**config.mk**
```make
export PLATFORM = sky130hd
export DESIGN_NAME = bus_addr_decoder
export DESIGN_NICKNAME = d
export VERILOG_FILES = /design/src/rtl/bus_dec_pkg.sv /design/src/rtl/bus_dec_region.sv /design/src/rtl/bus_dec_lane.sv /design/src/rtl/bus_dec_psw.sv /design/src/rtl/bus_addr_decoder.sv
export SDC_FILE = /design/constraint.sdc
export NUM_CORES = 1
export LEC_CHECK = 0
export BUFFER_PORTS_ARGS = -buffer_cell sky130_fd_sc_hd__buf_2
export CAP_MARGIN = 20
export CORE_MARGIN = 5
export CORE_UTILIZATION = 33
export CTS_CLUSTER_SIZE = 28
export DETAILED_ROUTE_END_ITERATION = 16
export PLACE_DENSITY_LB_ADDON = 0.05
export SETUP_SLACK_MARGIN = 0.15
export SKIP_CTS_REPAIR_TIMING = 1
export SYNTH_ARGS = -nofsm -noshare
export SYNTH_HDL_FRONTEND = slang
export SYNTH_HIERARCHICAL = 1
export SYNTH_SLANG_ARGS = --single-unit
```
**constraint.sdc**
```tcl
create_clock -name clk -period 3.9 [get_ports clk]
set_input_delay 0.195 -clock clk [delete_from_list [all_inputs] [get_ports clk]]
set_output_delay 0.195 -clock clk [all_outputs]
set_load 0.02 [all_outputs]
```
**src/rtl/bus_dec_pkg.sv**
```systemverilog
`timescale 1ns/1ps
package bus_dec_pkg;
  typedef enum logic [3:0] {
    TGT_MEM, TGT_LCLK, TGT_SWR, TGT_SR0, TGT_SR2,
    TGT_PSW, TGT_CONS, TGT_DISK, TGT_MMUPG, TGT_NONE
  } tgt_e;

  localparam int NDEV      = 4;
  localparam int DEV_CONS  = 0;
  localparam int DEV_DISK  = 1;
  localparam int DEV_MMUPG = 2;
  localparam int DEV_MMUST = 3;
endpackage

```
**src/rtl/bus_dec_region.sv**
```systemverilog
`timescale 1ns/1ps
module bus_dec_region
  import bus_dec_pkg::*;
#(
  parameter int AW = 18
) (
  input  logic [AW-1:0] addr_al,
  output tgt_e          tgt,
  output logic          writable
);
  localparam logic [AW-1:0] MEM_LIMIT = AW'(18'o760000);
  localparam logic [AW-1:0] A_LCLK    = AW'(18'o777546);
  localparam logic [AW-1:0] A_SWR     = AW'(18'o777570);
  localparam logic [AW-1:0] A_SR0     = AW'(18'o777572);
  localparam logic [AW-1:0] A_SR2     = AW'(18'o777576);
  localparam logic [AW-1:0] A_PSW     = AW'(18'o777776);
  localparam logic [AW-1:0] M_CONS    = AW'(18'o777770);
  localparam logic [AW-1:0] B_CONS    = AW'(18'o777560);
  localparam logic [AW-1:0] M_DISK    = AW'(18'o777760);
  localparam logic [AW-1:0] B_DISK    = AW'(18'o777400);
  localparam logic [AW-1:0] M_PAGE    = AW'(18'o777600);
  localparam logic [AW-1:0] B_PAGE_LO = AW'(18'o772200);
  localparam logic [AW-1:0] B_PAGE_HI = AW'(18'o777600);

  function automatic logic in_win(input logic [AW-1:0] a, input logic [AW-1:0] m,
                                  input logic [AW-1:0] b);
    return (a & m) == b;
  endfunction

  always_comb begin
    if (addr_al < MEM_LIMIT)                 tgt = TGT_MEM;
    else if (addr_al == A_LCLK)              tgt = TGT_LCLK;
    else if (addr_al == A_SWR)               tgt = TGT_SWR;
    else if (addr_al == A_SR0)               tgt = TGT_SR0;
    else if (addr_al == A_SR2)               tgt = TGT_SR2;
    else if (addr_al == A_PSW)               tgt = TGT_PSW;
    else if (in_win(addr_al, M_CONS, B_CONS)) tgt = TGT_CONS;
    else if (in_win(addr_al, M_DISK, B_DISK)) tgt = TGT_DISK;
    else if (in_win(addr_al, M_PAGE, B_PAGE_LO) || in_win(addr_al, M_PAGE, B_PAGE_HI))
                                             tgt = TGT_MMUPG;
    else                                     tgt = TGT_NONE;
    writable = !(tgt == TGT_SWR || tgt == TGT_SR2 || tgt == TGT_NONE);
  end
endmodule

```
**src/rtl/bus_dec_lane.sv**
```systemverilog
`timescale 1ns/1ps
module bus_dec_lane #(
  parameter int DW = 16
) (
  input  logic [DW-1:0]   word_i,
  input  logic            hi_i,
  input  logic [DW/2-1:0] byte_i,
  output logic [DW-1:0]   pick_o,
  output logic [DW-1:0]   merge_o
);
  localparam int BW = DW / 2;

  always_comb begin
    if (hi_i) begin
      pick_o  = {{BW{1'b0}}, word_i[DW-1:BW]};
      merge_o = {byte_i, word_i[BW-1:0]};
    end else begin
      pick_o  = {{BW{1'b0}}, word_i[BW-1:0]};
      merge_o = {word_i[DW-1:BW], byte_i};
    end
  end
endmodule

```
**src/rtl/bus_dec_psw.sv**
```systemverilog
`timescale 1ns/1ps
module bus_dec_psw #(
  parameter int DW = 16
) (
  input  logic          clk,
  input  logic          rst_n,
  input  logic          wr_en,
  input  logic [DW-1:0] wr_word,
  output logic          wr_ok,
  output logic [DW-1:0] psw,
  output logic          cur_user,
  output logic          prev_user
);
  localparam int CUR_HI  = DW - 1;
  localparam int PREV_HI = DW - 3;

  function automatic logic mode_legal(input logic [1:0] f);
    return (f == 2'b00) || (f == 2'b11);
  endfunction

  always_comb begin
    wr_ok     = mode_legal(wr_word[CUR_HI -: 2]) && mode_legal(wr_word[PREV_HI -: 2]);
    cur_user  = psw[CUR_HI];
    prev_user = psw[PREV_HI];
  end

  always_ff @(posedge clk) begin
    if (!rst_n)               psw <= '0;
    else if (wr_en && wr_ok)  psw <= wr_word;
  end
endmodule

```
**src/rtl/bus_addr_decoder.sv**
```systemverilog
`timescale 1ns/1ps
module bus_addr_decoder
  import bus_dec_pkg::*;
#(
  parameter int          AW         = 18,
  parameter int          DW         = 16,
  parameter logic [15:0] SWITCH_VAL = 16'o173030
) (
  input  logic            clk,
  input  logic            rst_n,
  input  logic            req_valid,
  output logic            req_ready,
  input  logic            req_write,
  input  logic            req_byte,
  input  logic [AW-1:0]   req_addr,
  input  logic [DW-1:0]   req_wdata,
  output logic            rsp_valid,
  output logic [DW-1:0]   rsp_rdata,
  output logic            rsp_err,
  output logic            busy,
  output logic            bus_trap,
  output logic            mode_err,
  output logic [AW-1:0]   fault_addr,
  output logic            mem_req,
  output logic            mem_we,
  output logic [1:0]      mem_be,
  output logic [AW-2:0]   mem_addr,
  output logic [DW-1:0]   mem_wdata,
  input  logic [DW-1:0]   mem_rdata,
  output logic [NDEV-1:0] dev_sel,
  output logic            dev_re,
  output logic            dev_we,
  output logic [AW-1:0]   dev_addr,
  output logic [DW-1:0]   dev_wdata,
  input  logic [DW-1:0]   dev_rdata,
  output logic [DW-1:0]   psw,
  output logic            cur_user,
  output logic            prev_user
);
  localparam int BW = DW / 2;

  logic [AW-1:0]   addr_al;
  tgt_e            tgt_c;
  logic            writable_c;
  logic            is_dev, odd_word, trap_c, acc, ok_acc;
  logic [NDEV-1:0] devsel_c;
  logic [DW-1:0]   rd_word, picked, merged;
  logic            psw_wr_en, psw_wr_ok, mode_bad, rmw_start;
  logic [DW-1:0]   psw_wr_word;
  logic [DW-1:0]   lks_q;
  logic            rmw_q;
  logic [NDEV-1:0] rmw_sel_q;
  logic [AW-1:0]   rmw_addr_q;
  logic [DW-1:0]   rmw_data_q;

  assign addr_al = {req_addr[AW-1:1], 1'b0};

  bus_dec_region #(.AW(AW)) u_region (
    .addr_al (addr_al),
    .tgt     (tgt_c),
    .writable(writable_c)
  );

  always_comb begin
    devsel_c = '0;
    is_dev   = 1'b1;
    case (tgt_c)
      TGT_CONS:         devsel_c[DEV_CONS]  = 1'b1;
      TGT_DISK:         devsel_c[DEV_DISK]  = 1'b1;
      TGT_MMUPG:        devsel_c[DEV_MMUPG] = 1'b1;
      TGT_SR0, TGT_SR2: devsel_c[DEV_MMUST] = 1'b1;
      default:          is_dev = 1'b0;
    endcase
  end

  assign req_ready = !rmw_q;
  assign busy      = rmw_q;
  assign odd_word  = !req_byte && req_addr[0];
  assign trap_c    = (tgt_c == TGT_NONE) || odd_word || (req_write && !writable_c);
  assign acc       = req_valid && req_ready;
  assign ok_acc    = acc && !trap_c;
  assign rmw_start = ok_acc && is_dev && req_write && req_byte;

  always_comb begin
    case (tgt_c)
      TGT_MEM:  rd_word = mem_rdata;
      TGT_LCLK: rd_word = lks_q;
      TGT_SWR:  rd_word = DW'(SWITCH_VAL);
      TGT_PSW:  rd_word = psw;
      TGT_SR0, TGT_SR2, TGT_CONS, TGT_DISK, TGT_MMUPG: rd_word = dev_rdata;
      default:  rd_word = '0;
    endcase
  end

  bus_dec_lane #(.DW(DW)) u_lane (
    .word_i (rd_word),
    .hi_i   (req_addr[0]),
    .byte_i (req_wdata[BW-1:0]),
    .pick_o (picked),
    .merge_o(merged)
  );

  assign psw_wr_en   = ok_acc && req_write && (tgt_c == TGT_PSW);
  assign psw_wr_word = req_byte ? merged : req_wdata;
  assign mode_bad    = psw_wr_en && !psw_wr_ok;

  bus_dec_psw #(.DW(DW)) u_psw (
    .clk      (clk),
    .rst_n    (rst_n),
    .wr_en    (psw_wr_en),
    .wr_word  (psw_wr_word),
    .wr_ok    (psw_wr_ok),
    .psw      (psw),
    .cur_user (cur_user),
    .prev_user(prev_user)
  );

  // Memory port: byte lanes, no merge needed.
  always_comb begin
    mem_req   = ok_acc && (tgt_c == TGT_MEM);
    mem_we    = req_write;
    mem_addr  = req_addr[AW-1:1];
    mem_be    = req_byte ? (req_addr[0] ? 2'b10 : 2'b01) : 2'b11;
    mem_wdata = req_byte ? {2{req_wdata[BW-1:0]}} : req_wdata;
  end

  // Device port: direct access, or write-back phase of a byte write.
  always_comb begin
    if (rmw_q) begin
      dev_sel   = rmw_sel_q;
      dev_re    = 1'b0;
      dev_we    = 1'b1;
      dev_addr  = rmw_addr_q;
      dev_wdata = rmw_data_q;
    end else begin
      dev_sel   = (ok_acc && is_dev) ? devsel_c : '0;
      dev_re    = ok_acc && is_dev && (!req_write || req_byte);
      dev_we    = ok_acc && is_dev && req_write && !req_byte;
      dev_addr  = addr_al;
      dev_wdata = req_wdata;
    end
  end

  always_ff @(posedge clk) begin
    if (!rst_n) begin
      lks_q      <= '0;
      rmw_q      <= 1'b0;
      rmw_sel_q  <= '0;
      rmw_addr_q <= '0;
      rmw_data_q <= '0;
      rsp_valid  <= 1'b0;
      rsp_rdata  <= '0;
      rsp_err    <= 1'b0;
      bus_trap   <= 1'b0;
      mode_err   <= 1'b0;
      fault_addr <= '0;
    end else begin
      rmw_q <= rmw_start;
      if (rmw_start) begin
        rmw_sel_q  <= devsel_c;
        rmw_addr_q <= addr_al;
        rmw_data_q <= merged;
      end
      if (ok_acc && req_write && (tgt_c == TGT_LCLK))
        lks_q <= req_byte ? merged : req_wdata;
      rsp_valid <= (acc && !rmw_start) || rmw_q;
      rsp_rdata <= (ok_acc && !req_write) ? (req_byte ? picked : rd_word) : '0;
      rsp_err   <= acc && (trap_c || mode_bad);
      bus_trap  <= acc && trap_c;
      mode_err  <= mode_bad;
      if (acc && trap_c) fault_addr <= req_addr;
    end
  end
endmodule

```
Word level (Yosys, flattened, before mapping). Cells that the tools add are included.

Bits in registers: 108. Word-level logic and storage cells: 103. Output and inout bits: 135. Input bits: 71.

Mux-type cells: 28. Magnitude comparators: 1. Reductions and logical operators: 42. Equality and inequality tests: 20.

Operator list (number): 17-bit == test (second input constant) (5); 16-bit 2-to-1 mux (5); 16-bit one-hot mux with 5 select lines (1); 4-bit 2-to-1 mux (10); 11-bit == test (second input constant) (2); 1-bit logical AND (20); 18-bit less-than comparator (second input constant) (1); 18-bit 2-to-1 mux (1); 4-bit by 3-bit == test with 1-bit output (second input constant) (4); 15-bit == test (second input constant) (1); 14-bit == test (second input constant) (1); 1-bit logical OR (10); 4-bit by 2-bit == test with 1-bit output (second input constant) (2); 4-bit == test (second input constant) (2); 1-bit 2-to-1 mux (8); 8-bit 2-to-1 mux (1); 1-bit logical NOT (6); 5-bit OR reduction (1); 2-bit == test (second input constant) (2); 4-bit by 1-bit == test with 1-bit output (second input constant) (1); 2-bit logical NOT (2); 4-bit logical NOT (1); 2-bit 2-to-1 mux (2); 2-bit AND reduction (1); 2-bit OR reduction (1).

Logic depth before layout (Yosys ltp).
Depth after elaboration: 24. Gate-level depth with buffers: 17. Gate-level depth less buffers: 14.

Hierarchy. Netlist, hierarchy kept.

By module, submodules not included: bus_addr_decoder (cells each 582, area an instance 5046.1 um2, sequential area each 1841.8 um2, instances 1); bus_dec_psw (cells each 75, area an instance 668.1 um2, sequential area each 320.3 um2, instances 1); bus_dec_lane (cells each 36, area an instance 460.4 um2, sequential area each 0.0 um2, instances 1); bus_dec_region (cells each 41, area an instance 279.0 um2, sequential area each 0.0 um2, instances 1).

Worst setup path after synthesis. Ideal clock, no wire load.

Path kind: input-to-reg. Start point: in req_addr[6]. End point: reg u_psw.psw[1]. Cell stages on the path: 16. Path slack: 408 ps. Arrival: 3421 ps. Data required time: 3828 ps. Buffers on the path: 4. Setup time: 72 ps. Cell sequence: and3_1 -> buf_6 -> nand4_4 -> a311o_1 -> o22ai_2 -> buf_2 -> buf_1 -> mux2i_1 -> o221ai_1 -> mux2_4 -> nand2_1 -> nand2_1 -> xor2_1 -> nor3_4 -> buf_6 -> mux2i_1.

Elaborated cells on any way between the ends: 47. Those cells by class: order compare: 1; eq/ne: 18; mux: 11; reduce/logical: 17.

RTL lines: start, declared (RTL line bus_addr_decoder.sv:15) `input logic [AW-1:0] req_addr,`; 14-bit == test (RTL line bus_dec_region.sv:27) `return (a & m) == b;`; 4-bit 2-to-1 mux (RTL line bus_dec_region.sv:38) `else if (in_win(addr_al, M_DISK, B_DISK)) tgt = TGT_DISK;`; 4-bit 2-to-1 mux (RTL line bus_dec_region.sv:37) `else if (in_win(addr_al, M_CONS, B_CONS)) tgt = TGT_CONS;`; 4-bit 2-to-1 mux (RTL line bus_dec_region.sv:36) `else if (addr_al == A_PSW) tgt = TGT_PSW;`; 4-bit 2-to-1 mux (RTL line bus_dec_region.sv:35) `else if (addr_al == A_SR2) tgt = TGT_SR2;`; 4-bit 2-to-1 mux (RTL line bus_dec_region.sv:34) `else if (addr_al == A_SR0) tgt = TGT_SR0;`; 4-bit 2-to-1 mux (RTL line bus_dec_region.sv:33) `else if (addr_al == A_SWR) tgt = TGT_SWR;`; 4-bit 2-to-1 mux (RTL line bus_dec_region.sv:32) `else if (addr_al == A_LCLK) tgt = TGT_LCLK;`; [1 not listed]; named net tgt_c[0] (RTL line bus_addr_decoder.sv:43) `tgt_e tgt_c;`; [3 not listed]; named net rd_word[14] (RTL line bus_addr_decoder.sv:47) `logic [DW-1:0] rd_word, picked, merged;`; 16-bit 2-to-1 mux (*) (RTL line bus_dec_lane.sv:14) `if (hi_i) begin`; named net merged[14] (RTL line bus_addr_decoder.sv:47); 16-bit 2-to-1 mux (*) (RTL line bus_addr_decoder.sv:104) `assign psw_wr_word = req_byte ? merged : req_wdata;`; named net psw_wr_word[14] (RTL line bus_addr_decoder.sv:49) `logic [DW-1:0] psw_wr_word;`; 2-bit == test / 2-bit logical NOT (equally long branches) (RTL line bus_dec_psw.sv:18) `return (f == 2'b00) || (f == 2'b11);`; 1-bit logical OR (*) (RTL line bus_dec_psw.sv:18); 1-bit logical AND (*) (RTL line bus_dec_psw.sv:22) `wr_ok = mode_legal(wr_word[CUR_HI -: 2]) && mode_legal(wr_word[PREV_HI -: 2]);`; 1-bit logical AND (*) (RTL line bus_dec_psw.sv:29) `else if (wr_en && wr_ok) psw <= wr_word;`; end signal, assigned (RTL line bus_dec_psw.sv:29); end, declared (RTL line bus_dec_psw.sv:10) `output logic [DW-1:0] psw,`.

Mark *: on every way through the listed nets, which the timed path passes. The rest lies on a longest branch. A chain may end at the register's enable or synchronous reset.

Final worst setup path.
Start point: in req_addr[5]. End point: reg lks_q[6].

Elaborated cells on any way between the ends: 39. Those cells by class: order compare: 1; eq/ne: 16; mux: 11; reduce/logical: 11.

RTL lines: 14-bit == test (RTL line bus_dec_region.sv:27); 4-bit 2-to-1 mux (RTL line bus_dec_region.sv:38); 4-bit 2-to-1 mux (RTL line bus_dec_region.sv:37); 4-bit 2-to-1 mux (RTL line bus_dec_region.sv:36); 4-bit 2-to-1 mux (RTL line bus_dec_region.sv:35); 4-bit 2-to-1 mux (RTL line bus_dec_region.sv:34); 4-bit 2-to-1 mux (RTL line bus_dec_region.sv:33); 4-bit 2-to-1 mux (RTL line bus_dec_region.sv:32); [1 not listed]; named net tgt_c[0] (RTL line bus_addr_decoder.sv:43); 4-bit by 2-bit == test with 1-bit output (tied with other cells) (RTL line bus_addr_decoder.sv:85) `case (tgt_c)`; 5-bit OR reduction (no line); 16-bit one-hot mux with 5 select lines (*) (RTL line bus_addr_decoder.sv:85); named net rd_word[6] (RTL line bus_addr_decoder.sv:47); 16-bit 2-to-1 mux (*) (RTL line bus_dec_lane.sv:14); named net merged[6] (RTL line bus_addr_decoder.sv:47); 16-bit 2-to-1 mux (*); named net psw_wr_word[6] (RTL line bus_addr_decoder.sv:49); end signal, assigned (RTL line bus_addr_decoder.sv:165) `lks_q <= req_byte ? merged : req_wdata;`; end, declared (RTL line bus_addr_decoder.sv:50) `logic [DW-1:0] lks_q;`.

Marks and branches as above.

==> out/metrics.yaml <==
drt_wl_total_um: 23420
via_count: 6125
synthXorXnorAreaFrac: 0.002714
cap_violations: 0
synth_edf_count: 0
crit_arrival_ps: 3770
synth_top_family_by_area: "multiplexers"
timing.fmax_mhz: 283.4
finalCritPeriodShare: 0.9047
ys_types: 60
ys_seq_area_frac: 0.3350
ant_nets: 0
htree_levels: 3
crit_path_end_kind: "flop"
start_util: 0.3338
p_per_area_mw_per_mm2: 319.5
cts.sinks: 108
synth_simple_gate_area_frac: 0.1795
drc: 0
synthFlopType: "dfxtp_1"
synth_compound_area_frac: 0.1853
grt_overflow_total: 0
yosys_warnings: 6
synth_fa_ha_area_frac: 0
cts_root_buf: "clkbuf_16"
syn-instance-count: 734
relSlewSlack: 0.3406
hold_viol: 0
grt_usage: 0.2021
fill_cells: 2014
muxShareOfSynthArea: 0.1948
yosysTopAreaCell: "dfxtp_1"
die_h_um: 149.8
die_x_um: 149.8
ir_drop_v: 0.0002601
worst_pin_slew_ps: 983.7
rsz0062_at_grt: "false"
drt_iter0_drc: 328
stdcell_count: 1196
gp_congestion: 0.8411
wl_per_cell_um: 19.59
layout-drive-gt1-share: 0.3953
dieArea_mm2: 0.02245
mostFrequentLayoutCells: "buf_2, dfxtp_1, nand2_1"
core_area_mm2: 0.01933
cts_buffer_depth: 2
grt_start_max_net_pins: 57
report.final.slew_viol_count: 0
hpwlAfterDp_um: 17670
power.leakage_nw: 3.661
cp-start-kind: "primary input"
report.final.setup_viol: 0
grt_pass1_wl_um: 34940
outcome: "finished clean"
cp_data_required_time_ps: 4140
synth_area_leaders: "dfxtp_1, mux2_2, mux2i_1"
ys_async_sr_fraction: 0
fp-row-count: 51
critPathKind: "in -> reg"
clock_skew_ps: 9.814
firstDrtPassIters: 5
syn2layout_area_growth_pct: 26.15
numCtsBuffers: 9
clock_latency_ps: 360
clk_pin_slew_worst_paths_ps: 70
dp_cells: 1178
cts_tree: "done"
synthesis.area_mm2: 0.006454
pin_count: 206
grt_pass1_vias: 6037
crit_fanout: 42
fin_crit_ps: 3528
layout_commonest_cell: "buf_2"
antenna_found_initial: 0
diodes: 0
hold_class: "in -> reg"
finalNetCount: 997
synth.avg_cell_area_um2: 8.792
finalSetupTns_ps: 0
yosysTopAreaCellShare: 0.3350
port_buffers: 204
vias_per_cell: 5.121
ys_seq_elements: 108
## kinds of logic after synthesis
| family | after synthesis |
|---|---|
| AND/OR/NAND/NOR | 224 |
| AO/OA/AOI/OAI | 173 |
| buffers and inverters | 115 |
| multiplexers | 110 |
| flip-flops | 108 |
| XOR/XNOR | 2 |
| other | 2 |
## worst max-delay path, cell delays in order
cell and delay, ps:
buf_2 120, and3_1 240, nand4_4 120, a311o_1 370, o22ai_2 260, nor4b_2 120
a311oi_4 450, buf_4 480, o221ai_1 350, mux2_4 370, mux2_2 330, o311a_1 350
## power by group
group | leakage (nW) | switching, mW | internal (mW)
logic | 2.64 | 0.312 | 0.202
clock network | 0.149 | 0.456 | 0.510
registers | 0.873 | 0.00480 | 1.12
total | 3.66 | 0.773 | 1.83
## sequential cells by signal, summed over array words and instances (netlist names)
| register | cells |
|---|---|
| lks_q | 16 |
| rsp_rdata | 16 |
| rsp_err | 1 |
| fault_addr | 18 |
| busy | 1 |
| u_psw/psw | 16 |
| mode_err | 1 |
| rsp_valid | 1 |
| rmw_data_q | 16 |
| rmw_sel_q | 4 |
| rmw_addr_q | 17 |
| bus_trap | 1 |
## final cells by class
cell class,instances,area [um^2],share of cell area
multi-input combinational,523,3714,0.4561
clock inverter,7,83.83,0.01030
inverter,16,60.06,0.007377
clock buffer,9,225.2,0.02766
tap,265,331.6,0.04073
timing repair buffer,268,1564,0.1921
sequential,108,2163,0.2657
## through the flow
stage	util	hold WS [ps]	total power [mW]	cell area (um^2)	setup slack [ps]
floorplan	-	342.2	1.460	6499	407.8
global placement	0.4030	446.6	1.655	7792	-97.93
detailed placement	0.4030	460.2	1.658	7792	-180.7
CTS	0.4190	121.5	2.637	8102	183.6
global route	0.4211	158.1	2.713	8142	202.0
finish	0.4211	131.4	2.601	8142	371.6
## Yosys cell counts, types with 2 or more instances
cell and number:
a21oi_1 49, a221o_1 6, a22o_1 2, a22oi_1 4
a31o_2 2, a31oi_1 2, and3_1 5, and3b_1 2
buf_1 12, buf_12 2, buf_2 17, buf_4 39
buf_6 3, clkbuf_1 26, conb_1 2, dfxtp_1 108
inv_1 15, mux2_2 45, mux2_4 20, mux2i_1 45
nand2_1 84, nand2b_1 23, nand3_1 39, nand3b_1 2
nand4_1 4, nor2_1 32, nor2b_1 4, nor3_1 6
nor4b_1 2, nor4b_2 3, o211a_1 16, o21ai_0 44
o21bai_1 16, o221ai_1 10, o311a_1 16, or4_1 2
xor2_1 2
## metal layers
layer / up-vias / GRT usage / part of all wire
li1: 2968 / - / -
met1: 2946 / 0.2901 / 0.48
met2: 199 / 0.3210 / 0.45
met3: 12 / 0.02907 / 0.060
met4: 0 / 0.04575 / 0.010
met5: - / 0 / 0
## worst paths after layout
| path | start | to | slack, ps | depth (start not counted) |
|---|---|---|---|---|
| setup / recovery | req_addr[5] | lks_q[6] | 370 | 12 |
| hold / removal | req_addr[15] | rmw_addr_q[15] | 130 | 3 |
| setup reg to reg | u_psw/psw[14] | u_psw/psw[15] | 1510 | 9 |
| hold reg to reg | rmw_sel_q[1] | rmw_sel_q[1] | 460 | 2 |
Note: power is estimated with default switching activity, not from simulation.
